**src/rtl/alu_pkg.sv**
```systemverilog
package alu_pkg;

    typedef enum logic [3:0] {
        OP_AND = 4'h0, OP_EOR = 4'h1, OP_SUB = 4'h2, OP_RSB = 4'h3,
        OP_ADD = 4'h4, OP_ADC = 4'h5, OP_SBC = 4'h6, OP_RSC = 4'h7,
        OP_TST = 4'h8, OP_TEQ = 4'h9, OP_CMP = 4'hA, OP_CMN = 4'hB,
        OP_ORR = 4'hC, OP_MOV = 4'hD, OP_BIC = 4'hE, OP_MVN = 4'hF
    } alu_op_e;

    typedef struct packed {
        logic n;
        logic z;
        logic c;
        logic v;
    } alu_flags_t;

    // Test-only group: flags change, destination untouched
    function automatic logic op_is_test(alu_op_e op);
        return op[3:2] == 2'b10;
    endfunction

    // Operations routed through the adder
    function automatic logic op_is_arith(alu_op_e op);
        return (op inside {OP_SUB, OP_RSB, OP_ADD, OP_ADC, OP_SBC, OP_RSC,
                           OP_CMP, OP_CMN});
    endfunction

endpackage

```
**src/rtl/alu_operand_sel.sv**
```systemverilog
module alu_operand_sel #(
    parameter int DATA_W    = 32,
    parameter int PC_AHEAD  = 8,
    parameter int REG_EXTRA = 4
) (
    input  logic [DATA_W-1:0] operand_a,
    input  logic              op_a_is_pc,
    input  logic              shift_by_reg,
    input  logic [DATA_W-1:0] inst_addr,
    output logic [DATA_W-1:0] op_a_eff
);
    localparam logic [DATA_W-1:0] AHEAD_NORM = DATA_W'(PC_AHEAD);
    localparam logic [DATA_W-1:0] AHEAD_REG  = DATA_W'(PC_AHEAD + REG_EXTRA);

    always_comb begin
        if (op_a_is_pc) begin
            op_a_eff = inst_addr + (shift_by_reg ? AHEAD_REG : AHEAD_NORM);
        end else begin
            op_a_eff = operand_a;
        end
    end
endmodule

```
**src/rtl/alu_adder.sv**
```systemverilog
module alu_adder
    import alu_pkg::*;
#(
    parameter int DATA_W = 32
) (
    input  alu_op_e           op,
    input  logic [DATA_W-1:0] op_a,
    input  logic [DATA_W-1:0] op_b,
    input  logic              carry_in_flag,
    output logic [DATA_W-1:0] sum,
    output logic              carry_out,
    output logic              overflow
);
    logic [DATA_W-1:0] add_x;
    logic [DATA_W-1:0] add_y;
    logic              add_ci;
    logic [DATA_W:0]   wide;

    // Subtraction = x + ~y + carry; reverse forms swap the inverted side
    always_comb begin
        add_x  = op_a;
        add_y  = op_b;
        add_ci = 1'b0;
        unique case (op)
            OP_SUB, OP_CMP: begin add_x = op_a; add_y = ~op_b; add_ci = 1'b1;          end
            OP_RSB:         begin add_x = op_b; add_y = ~op_a; add_ci = 1'b1;          end
            OP_ADD, OP_CMN: begin add_x = op_a; add_y = op_b;  add_ci = 1'b0;          end
            OP_ADC:         begin add_x = op_a; add_y = op_b;  add_ci = carry_in_flag; end
            OP_SBC:         begin add_x = op_a; add_y = ~op_b; add_ci = carry_in_flag; end
            OP_RSC:         begin add_x = op_b; add_y = ~op_a; add_ci = carry_in_flag; end
            default:        begin add_x = op_a; add_y = op_b;  add_ci = 1'b0;          end
        endcase
    end

    always_comb begin
        wide      = {1'b0, add_x} + {1'b0, add_y} + {{DATA_W{1'b0}}, add_ci};
        sum       = wide[DATA_W-1:0];
        carry_out = wide[DATA_W];
        overflow  = (add_x[DATA_W-1] == add_y[DATA_W-1]) &&
                    (sum[DATA_W-1] != add_x[DATA_W-1]);
    end
endmodule

```
**src/rtl/alu_logic.sv**
```systemverilog
module alu_logic
    import alu_pkg::*;
#(
    parameter int DATA_W = 32
) (
    input  alu_op_e           op,
    input  logic [DATA_W-1:0] op_a,
    input  logic [DATA_W-1:0] op_b,
    output logic [DATA_W-1:0] bit_res
);
    always_comb begin
        unique case (op)
            OP_AND, OP_TST: bit_res = op_a & op_b;
            OP_EOR, OP_TEQ: bit_res = op_a ^ op_b;
            OP_ORR:         bit_res = op_a | op_b;
            OP_MOV:         bit_res = op_b;
            OP_BIC:         bit_res = op_a & ~op_b;
            OP_MVN:         bit_res = ~op_b;
            default:        bit_res = '0;
        endcase
    end
endmodule

```
**src/rtl/alu_core.sv**
```systemverilog
module alu_core
    import alu_pkg::*;
#(
    parameter int DATA_W    = 32,
    parameter int PC_AHEAD  = 8,
    parameter int REG_EXTRA = 4
) (
    input  logic              clk,
    input  logic              rst_n,
    input  logic              op_valid,
    input  logic [3:0]        opcode,
    input  logic              set_flags,
    input  logic [DATA_W-1:0] operand_a,
    input  logic [DATA_W-1:0] operand_b,
    input  logic              op_a_is_pc,
    input  logic              shift_by_reg,
    input  logic [DATA_W-1:0] inst_addr,
    input  logic              shift_carry,
    input  logic              flag_n_in,
    input  logic              flag_z_in,
    input  logic              flag_c_in,
    input  logic              flag_v_in,
    output logic [DATA_W-1:0] result,
    output logic              result_we,
    output logic              flag_n,
    output logic              flag_z,
    output logic              flag_c,
    output logic              flag_v
);
    typedef struct packed {
        logic [DATA_W-1:0] res;
        logic              we;
        alu_flags_t        fl;
    } stage_t;

    alu_op_e           op;
    logic [DATA_W-1:0] op_a_eff;
    logic [DATA_W-1:0] add_sum;
    logic              add_co;
    logic              add_ov;
    logic [DATA_W-1:0] bit_res;
    logic [DATA_W-1:0] res_sel;
    stage_t            st_d;
    stage_t            st_q;

    assign op = alu_op_e'(opcode);

    alu_operand_sel #(
        .DATA_W   (DATA_W),
        .PC_AHEAD (PC_AHEAD),
        .REG_EXTRA(REG_EXTRA)
    ) i_sel (
        .operand_a   (operand_a),
        .op_a_is_pc  (op_a_is_pc),
        .shift_by_reg(shift_by_reg),
        .inst_addr   (inst_addr),
        .op_a_eff    (op_a_eff)
    );

    alu_adder #(.DATA_W(DATA_W)) i_add (
        .op           (op),
        .op_a         (op_a_eff),
        .op_b         (operand_b),
        .carry_in_flag(flag_c_in),
        .sum          (add_sum),
        .carry_out    (add_co),
        .overflow     (add_ov)
    );

    alu_logic #(.DATA_W(DATA_W)) i_log (
        .op     (op),
        .op_a   (op_a_eff),
        .op_b   (operand_b),
        .bit_res(bit_res)
    );

    assign res_sel = op_is_arith(op) ? add_sum : bit_res;

    always_comb begin
        st_d    = st_q;
        st_d.we = 1'b0;
        if (op_valid) begin
            st_d.res = res_sel;
            st_d.we  = !op_is_test(op);
            if (set_flags) begin
                st_d.fl.n = res_sel[DATA_W-1];
                st_d.fl.z = (res_sel == '0);
                st_d.fl.c = op_is_arith(op) ? add_co : shift_carry;
                st_d.fl.v = op_is_arith(op) ? add_ov : flag_v_in;
            end else begin
                st_d.fl = '{n: flag_n_in, z: flag_z_in, c: flag_c_in, v: flag_v_in};
            end
        end
    end

    always_ff @(posedge clk) begin
        if (!rst_n) begin
            st_q <= '0;
        end else begin
            st_q <= st_d;
        end
    end

    assign result    = st_q.res;
    assign result_we = st_q.we;
    assign flag_n    = st_q.fl.n;
    assign flag_z    = st_q.fl.z;
    assign flag_c    = st_q.fl.c;
    assign flag_v    = st_q.fl.v;
endmodule

```
**config.mk**
```make
export PLATFORM = sky130hd
export DESIGN_NAME = alu_core
export DESIGN_NICKNAME = d
export VERILOG_FILES = /design/src/rtl/alu_pkg.sv /design/src/rtl/alu_operand_sel.sv /design/src/rtl/alu_adder.sv /design/src/rtl/alu_logic.sv /design/src/rtl/alu_core.sv
export SDC_FILE = /design/constraint.sdc
export NUM_CORES = 1
export LEC_CHECK = 0
export BUFFER_PORTS_ARGS = -buffer_cell sky130_fd_sc_hd__buf_2
export CORE_ASPECT_RATIO = 1.25
export CORE_UTILIZATION = 51
export DETAILED_ROUTE_END_ITERATION = 16
export PLACE_DENSITY = 0.79
export SLEW_MARGIN = 20
export SYNTH_ARGS = -nofsm -noshare
export SYNTH_HDL_FRONTEND = slang
export SYNTH_SLANG_ARGS = --single-unit
```
**constraint.sdc**
```tcl
create_clock -name clk -period 6.1 [get_ports clk]
set_clock_uncertainty 0.05 [all_clocks]
set_input_delay 0.305 -clock clk [delete_from_list [all_inputs] [get_ports clk]]
set_output_delay 0.305 -clock clk [all_outputs]
set_load 0.01 [all_outputs]
```
== Word level (Yosys, flattened, before mapping) ==
Index checks and enable logic that the tools add are counted.
Operators by class
  add/subtract/negate cells: 3
  bitwise operators: 6
  muxes and demuxes: 10
  reductions and logical operators: 12
  equal/unequal tests: 18
Operators by type and width (number)
  32-bit one-hot mux with 6 select lines: 1
  32-bit 2-to-1 mux: 3
  32-bit bitwise AND: 2
  32-bit inverter: 2
  32-bit one-hot mux with 2 select lines: 1
  32-bit by 32-bit adder with 33-bit output: 1
  33-bit by 1-bit adder with 33-bit output: 1
  32-bit adder: 1
  4-bit equality test, second input constant: 8
  32-bit logical NOT: 1
  32-bit OR: 1
  32-bit XOR: 1
  4-bit by 3-bit equality test with 1-bit output, second input constant: 4
  3-bit OR reduction: 3
  4-bit by 2-bit equality test with 1-bit output, second input constant: 2
  8-bit nonzero test: 1
  2-bit OR reduction: 3
  4-bit by 1-bit equality test with 1-bit output, second input constant: 1
  4-bit logical NOT: 1
  4-bit 2-to-1 mux: 1
  3-bit 2-to-1 mux: 1
  2-bit equality test, second input constant: 1
  1-bit 2-to-1 mux: 2
  1-bit one-hot mux with 2 select lines: 1
  5 further kinds: 5
Word-level totals
  output and inout bits: 37
  flip-flop bits (word level): 37

== Logic depth before layout (Yosys ltp) ==
Gate-level depths: netlist of run 1.
  depth after elaboration: 11
  gate-level depth with buffers: 23
  mapped depth without buffers: 22

== By module ==
A second synthesis of run 1 with hierarchy kept.
Unflattened totals
  cells, all modules: 1111
  area total of the unflattened synthesis: 8262.9 um^2
Modules (own cells, without submodules)
  alu_adder: area each 2894.0 um^2, instances 1, cells an instance 421
  alu_logic: area each 2519.9 um^2, instances 1, cells an instance 294
  alu_core: area each 1890.6 um^2, instances 1, cells an instance 233
  alu_operand_sel: area each 958.4 um^2, instances 1, cells an instance 163

== Worst setup path before layout of run 1 ==
Ideal clock, no wire load.
  kind: in2reg
  start: input opcode[1]
  end: register st_q, in the netlist flag_z
  path buffers: 6
  setup slack: 681 ps
  setup time: 129 ps
  stages: 23
  data required time: 5921 ps
  arrival: 5240 ps
  path through: buf_2 buf_2 buf_2 buf_1 nand3_1 nor2b_1 clkbuf_1 clkbuf_1 a221o_1 fa_1 inv_1 fa_1 nor2b_1 o2111ai_1 a211oi_1 o211ai_2 o21ai_2 a311o_1 or4b_2 and3_1 nor3b_1 nand4_1 o41ai_2
Between the ends
  cells in the longest elaborated chain, start to end: 8
Ends and longest elaborated chain
  from (decl): line alu_core.sv:11  | input logic [3:0] opcode,
  4-bit by 2-bit equality test with 1-bit output, or another cell as far along: line alu_pkg.sv:24, alu_adder.sv:24
  3-bit OR reduction (no line) / 2-bit OR reduction (equally long branches)
  32-bit one-hot mux with 2 select lines / 32-bit 2-to-1 mux (equally long branches): line alu_adder.sv:24  | unique case (op)
  32-bit by 32-bit adder with 33-bit output: line alu_adder.sv:36  | wide = {1'b0, add_x} + {1'b0, add_y} + {{DATA_W{1'b0}}, add_ci};
  33-bit by 1-bit adder with 33-bit output: line alu_adder.sv:36
  32-bit 2-to-1 mux (*): line alu_core.sv:77  | assign res_sel = op_is_arith(op) ? add_sum : bit_res;
  32-bit logical NOT (*): line alu_core.sv:87  | st_d.fl.z = (res_sel == '0);
  4-bit 2-to-1 mux (*): line alu_core.sv:85  | if (set_flags) begin
  to (signal assigned): line alu_core.sv:100  | st_q <= st_d;
  to (decl): line alu_core.sv:44  | stage_t st_q;
Mark *: on every way between the ends. The rest lies on a longest branch, timed or not.
A chain may end at the register's enable or synchronous reset.

== Worst setup path in the final report of run 1 ==
  start: input opcode[0]
  end: register st_q, in the netlist flag_z
Same word-level chain as after synthesis.

==> metrics.cfg, run 1 <==
[sta]
setup_repair_after_global_routing_missed_its_margin = no
slew_headroom = 0.353
postLayoutSetupSlackWorst_ns = 0.999
final_slew_violations = 0
fin_setup_tns_ns = 0
timing_hold_violations_final = 0
layout_min_cycle_time_ns = 5.10
max_slew.worst_pin.slew_ns = 0.969
period_share = 0.836
final-setup-viol-count = 0
timing.fmax_mhz = 196

[routing]
dr.first_iter.drc_count = 1086
finalWirelength_mm = 25.6
detail_route.wl_per_cell_um = 18.1
drt_pre_antenna_iters = 7
num_vias = 8957
routed_via_density = 6.35
ant_nets = 0
route.detailed.drc = 0

[synth]
syn_avg_cell_area_um2 = 6.51
yosys_most_used_dff = sky130_fd_sc_hd__dfxtp_1
synthMuxAreaShare = 0.0436
synthesis.nets = 1329
synthesized_area_fraction_occupied_by_xor_and_xnor_cells = 0.0643
yosys.area_share.adder = 0.114
synth_sequential_area_ratio = 0.0989
syn_area_um2 = 7490
synth_seq_cells = 37
largest_family_of_logic_cells_by_synthesized_area = compound AO/OA/AOI/OAI gates
synth_simple_gate_area_frac = 0.253
synth_enable_flop_cells = 0
compound_gate_portion_of_the_synthesized_area = 0.342
synth_cells = 1151
synthDistinctLibCells = 82
synthesis.yosys.warnings = 0
synth_async_sr_flop_share = 0

[grt]
grt_first_pass_wirelength_mm = 40.0
vias_in_the_first_global_route = 7990
grt-ovfl-total = 0
grt_max_degree = 54
grt.total_usage = 0.335
antenna_found_initial = 0

[clock_network]
clk_latency_ns = 0.28
htree_levels = 2
post_cts_hold_buffer_count = 0
clock_tree.buffer_depth = 2
total_cts_buffers = 5
tritoncts = done
clk_transition_reported_paths_ns = 0.06
cts.sinks = 37
ctsRootBufferMaster = sky130_fd_sc_hd__clkbuf_16
post_cts_resize_count = 0
setup_buffers_after_cts = 0

[critical_path]
cpLargestDelayFamily = compound AO/OA/AOI/OAI gates
crit_path_max_fanout = 16
worstPathRequired_ns = 6.24
critical_path_depth = 19
critPathLaunch = opcode[0]
regToRegSetupSlack_ns = 3.79
timing.critical_path.from_type = input port
cpMaxStageDelayCell = sky130_fd_sc_hd__a221oi_1
critical_path_cell_list = buf_2 > inv_1 > nand3_1 > nor2b_2 > a221o_1 > fa_1 > inv_1 > fa_1 > nor2b_1 > o22a_1 > a21oi_1 > o21ai_0 > a21oi_1 > xnor2_1 > a221oi_1 > or4b_1 > nor4_1 > nand4_1 > o41ai_2
reg2regPathDepth = 7
critPathMaxStageDelay_ns = 0.65
r2r-end = flag_z$_SDFFE_PN0P_
crit_type = in2reg
cp_num_buf_inv = 3
worstSetupEndpointType = register
cp.arrival_ns = 5.24
worst_r2r_startpoint = flag_z$_SDFFE_PN0P_
endpoint = flag_z$_SDFFE_PN0P_

[power]
leakagePower_uw = 0.00376
max-vdd-ir-drop_mv = 0.212
power.density_nw_per_um2 = 177

[place]
gpl.final_weighted_congestion = 0.998
placement.setup.worst_slack_ns = 0.848
numPortBuffers = 147
hpwlAfterDp_mm = 19.6

[floorplan]
die_footprint_um2 = 15200
core_um2 = 14300
top_level_ports = 148
starting_utilization_of_the_core_area = 0.522
die_h_um = 137
die_width_um = 110
placementRows = 49

[outcome]
outcome = completed

[final_layout]
final_net_count = 1410
signed_area_change_from_the_synthesized_netlist_to_the_final_layout_pct = 12.2
layout.cells.most_common_list = 149 x sky130_fd_sc_hd__nor2_1, 147 x sky130_fd_sc_hd__buf_2, 108 x sky130_fd_sc_hd__a21oi_1
layout-drive-gt1-share = 0.170
layout_commonest_cell = sky130_fd_sc_hd__nor2_1
num_antenna_cells = 0

[run]
max_cap_violations = 0

[min_path]
holdCritPathClass = in2reg

cell families after synthesis:
kind of cell             Yosys count
buffers and inverters            162
flip-flops                        37
AO/OA/AOI/OAI                    389
multiplexers                      31
adder cells (fa/ha/maj)           67
AND/OR/NAND/NOR                  410
XOR/XNOR                          55
final cells by class:
class	count	area, µm²
multi-input cells	952	6150
fillers	1429	5940
repair buffers	168	893
flip-flops and latches	37	741
inverters	68	255
well taps	178	223
clock buffers	5	125
clock inverters	3	17.5
state kept, by name, summed over array words and instances, names as in the netlist:
register and cells:
flag_c 1, flag_n 1, flag_v 1, flag_z 1
result 32, result_we 1
stage by stage:
stage	std cells	util	cell area, µm²	total power [µW]	hold WS, ns
after floorplan	1151	-	7490	951	0.408
after global placement	1403	0.576	8260	1200	0.405
after detailed placement	1403	0.576	8260	1210	0.408
after CTS	1411	0.586	8400	1470	0.231
after global routing	1411	0.586	8400	1600	0.249
final	1411	0.586	8400	1490	0.236
synth_stat cells, types with 11 or more instances:
cell	n	area, µm²
sky130_fd_sc_hd__clkbuf_1	72	270
sky130_fd_sc_hd__xnor2_1	30	263
sky130_fd_sc_hd__buf_2	13	65.1
sky130_fd_sc_hd__a31oi_1	13	81.3
sky130_fd_sc_hd__nor3_1	32	160
sky130_fd_sc_hd__a221o_1	24	240
sky130_fd_sc_hd__ha_1	65	813
sky130_fd_sc_hd__a21oi_1	108	541
sky130_fd_sc_hd__a211oi_1	18	135
sky130_fd_sc_hd__nand3_1	34	170
sky130_fd_sc_hd__xor2_1	25	219
sky130_fd_sc_hd__nor2b_1	11	68.8
sky130_fd_sc_hd__o22ai_1	11	68.8
sky130_fd_sc_hd__nand4_1	16	100
sky130_fd_sc_hd__inv_1	66	248
sky130_fd_sc_hd__mux2i_1	26	260
sky130_fd_sc_hd__a21o_1	12	90.1
sky130_fd_sc_hd__nand2_1	103	387
sky130_fd_sc_hd__o21ai_0	98	490
sky130_fd_sc_hd__or3_1	17	106
sky130_fd_sc_hd__nor2_1	150	563
sky130_fd_sc_hd__dfxtp_1	37	741
power by group:
part | switching (µW) | internal (µW) | leakage (µW) | total, µW
Combinational | 580 | 372 | 0.00338 | 952
Clock | 101 | 150 | 0.0000696 | 250
Sequential | 14.6 | 270 | 0.000306 | 284
tightest hold or removal path, stage by stage:
cell and delay, ns:
sky130_fd_sc_hd__buf_2 0.10, sky130_fd_sc_hd__nand2_1 0.05, sky130_fd_sc_hd__a31oi_1 0.07
per-layer routing:
metal | global-route usage | wire, µm | part of all wire | vias up
met2 | 0.570 | 11600 | 0.45 | 453
met1 | 0.423 | 10500 | 0.41 | 4060
met4 | 0.134 | 977 | 0.038 | 0
met3 | 0.0426 | 2440 | 0.095 | 83
li1 | - | - | - | 4361
met5 | 0 | 0 | 0 | -
worst min path at each step:
stage | start | to | slack (ns) | depth (start not counted)
final | flag_v_in | flag_v$_SDFFE_PN0P_ | 0.24 | 3
after global routing | flag_v_in | flag_v$_SDFFE_PN0P_ | 0.25 | 3
after CTS | flag_v_in | flag_v$_SDFFE_PN0P_ | 0.23 | 3
after detailed placement | result[0]$_SDFFE_PN0P_ | result[0]$_SDFFE_PN0P_ | 0.41 | 2
after global placement | result[11]$_SDFFE_PN0P_ | result[11]$_SDFFE_PN0P_ | 0.40 | 2
after floorplan | flag_v_in | flag_v$_SDFFE_PN0P_ | 0.41 | 2
Note: power is estimated with default switching activity, not from simulation.
==> run 2, diff against run 1 <==
clock period = 4.87 ns   (was 6.1 ns; I/O delays follow)
==> metrics.cfg, run 2 (synthesis gave the netlist of run 1 again) <==
[outcome]
outcome = completed

[place]
hpwlAfterDp_mm = 19.8
numPlacedInstances = 1463
numPortBuffers = 147
dpl-instance-area_um2 = 8730
gpl.final_weighted_congestion = 0.963

[sta]
final_slew_violations = 0
fin_hold_ws_ns = 0.184
slew_headroom = 0.382
period_share = 0.948
final-setup-viol-count = 0
timing.fmax_mhz = 217
max_slew.worst_pin.slew_ns = 0.926
fin_setup_tns_ns = 0
layout_min_cycle_time_ns = 4.62
timing_hold_violations_final = 0
setup_repair_after_global_routing_missed_its_margin = yes

[routing]
num_vias = 9269
routed_via_density = 6.29
finalWirelength_mm = 26.2
detail_route.wl_per_cell_um = 17.8
dr.first_iter.drc_count = 974
drt_pre_antenna_iters = 7
ant_nets = 0
route.detailed.drc = 0

[final_layout]
layout.cells.most_common_list = 148 x sky130_fd_sc_hd__nor2_1, 147 x sky130_fd_sc_hd__buf_2, 105 x sky130_fd_sc_hd__a21oi_1
layout.filler_cells = 1418
max_ffs_per_register = 32
finish.instance_area_um2 = 8950
layout_commonest_cell = sky130_fd_sc_hd__nor2_1
instances_no_fill = 1474
final_net_count = 1473
layout-drive-gt1-share = 0.219
signed_area_change_from_the_synthesized_netlist_to_the_final_layout_pct = 19.4

[grt]
grt.total_usage = 0.341
grt-ovfl-total = 0
vias_in_the_first_global_route = 8214
grt_max_degree = 65
grt_first_pass_wirelength_mm = 40.7
antenna_found_initial = 0

[floorplan]
starting_utilization_of_the_core_area = 0.522
core_um2 = 14300
die_width_um = 110
die_footprint_um2 = 15200
top_level_ports = 148
die_h_um = 137
placementRows = 49

[critical_path]
worstPathRequired_ns = 5.01
worstSetupEndpointType = register
cpMaxStageDelayCell = sky130_fd_sc_hd__or3_1
crit_type = in2reg
crit_path_max_fanout = 7
cp.arrival_ns = 4.76
timing.critical_path.from_type = input port
regToRegSetupSlack_ns = 2.53
critical_path_cell_list = buf_2 > ha_1 > inv_1 > ha_1 > nand2b_2 > or3_1 > buf_4 > or3_1 > nor2_1 > xor2_1 > mux2i_1 > a221o_1 > ha_1 > nand2_1 > or3_1 > a21oi_1 > mux2i_1 > a311oi_1 > nor3b_1 > nand4_1 > o41ai_2
critPathMaxStageDelay_ns = 0.41

[clock_network]
clk_transition_reported_paths_ns = 0.05
clk_latency_ns = 0.28
clock_tree.buffer_depth = 2
total_cts_buffers = 5
post_cts_hold_buffer_count = 0
cts.sinks = 37
htree_levels = 2
tritoncts = done
ctsRootBufferMaster = sky130_fd_sc_hd__clkbuf_16

[run]
max_cap_violations = 0

[power]
fin_total_pwr_uw = 2000
power.density_nw_per_um2 = 224
leakagePower_uw = 0.00406
max-vdd-ir-drop_mv = 0.383

[min_path]
holdCritPathClass = in2reg

[run 2: cell types whose count changed in the layout (fill, tap and decap cells not counted), moves of 2 or more]
cell	previous run	this run
sky130_fd_sc_hd__buf_4	21	83
sky130_fd_sc_hd__a31oi_2	0	2
sky130_fd_sc_hd__clkinv_2	2	0
sky130_fd_sc_hd__a31oi_1	13	11
sky130_fd_sc_hd__nor3_2	3	5
sky130_fd_sc_hd__nor3_1	30	28
sky130_fd_sc_hd__a21oi_2	1	4
sky130_fd_sc_hd__a21oi_1	108	105
[run 2: per-layer routing]
metal / routed length, µm / GRT usage / up-vias
li1: - / - / 4494
met1: 11200 / 0.454 / 4166
met2: 11600 / 0.554 / 533
met3: 2360 / 0.0364 / 76
met4: 1010 / 0.141 / 0
met5: 0 / 0 / -
[run 2: critical path: cells and delay by family]
kind	cells	cell delay (ns)
and+or+nand+nor	8	2.04
xor gates and xnor gates	1	0.15
adders and majority gates	3	0.78
buffers and inverters	3	0.30
muxes	2	0.41
AOI/OAI and AO/OA	4	0.84
[run 2: area by class of cell]
type	instances	area, µm²	share of cell area
clock buffers	7	143	0.0159
well taps	178	223	0.0249
repair buffers	231	1380	0.154
inverters	68	255	0.0285
multi-input cells	952	6200	0.693
flip-flops and latches	37	741	0.0828
diodes	1	2.50	0.000280
[run 2: power by group]
part	total (µW)	internal (µW)	leakage, µW	switching [µW]
sequential	355	338	0.000306	16.8
clock	315	201	0.0000700	114
combinational	1330	570	0.00369	764
total	2000	1110	0.00406	895
[run 2: per-stage QoR]
stage	utilization	worst slack, ns
after CTS	0.619	0.220
after detailed placement	0.609	-0.0593
after floorplan	-	0.0246
final	0.624	0.252
after global placement	0.609	-0.0198
after global routing	0.623	-0.0577
[run 2: final timing paths]
kind | startpoint | to | cells after the start
setup / recovery | shift_by_reg | flag_z$_SDFFE_PN0P_ | 21
hold / removal | flag_v_in | flag_v$_SDFFE_PN0P_ | 3
setup reg to reg | flag_z$_SDFFE_PN0P_ | flag_z$_SDFFE_PN0P_ | 8
hold reg to reg | result[11]$_SDFFE_PN0P_ | result[11]$_SDFFE_PN0P_ | 2
[run 2: timing repair]
action / in CTS / in global routing
gates resized for setup: 0 / 12
buffers inserted: 0 / 3
endpoints found under the setup margin: 0 / 7
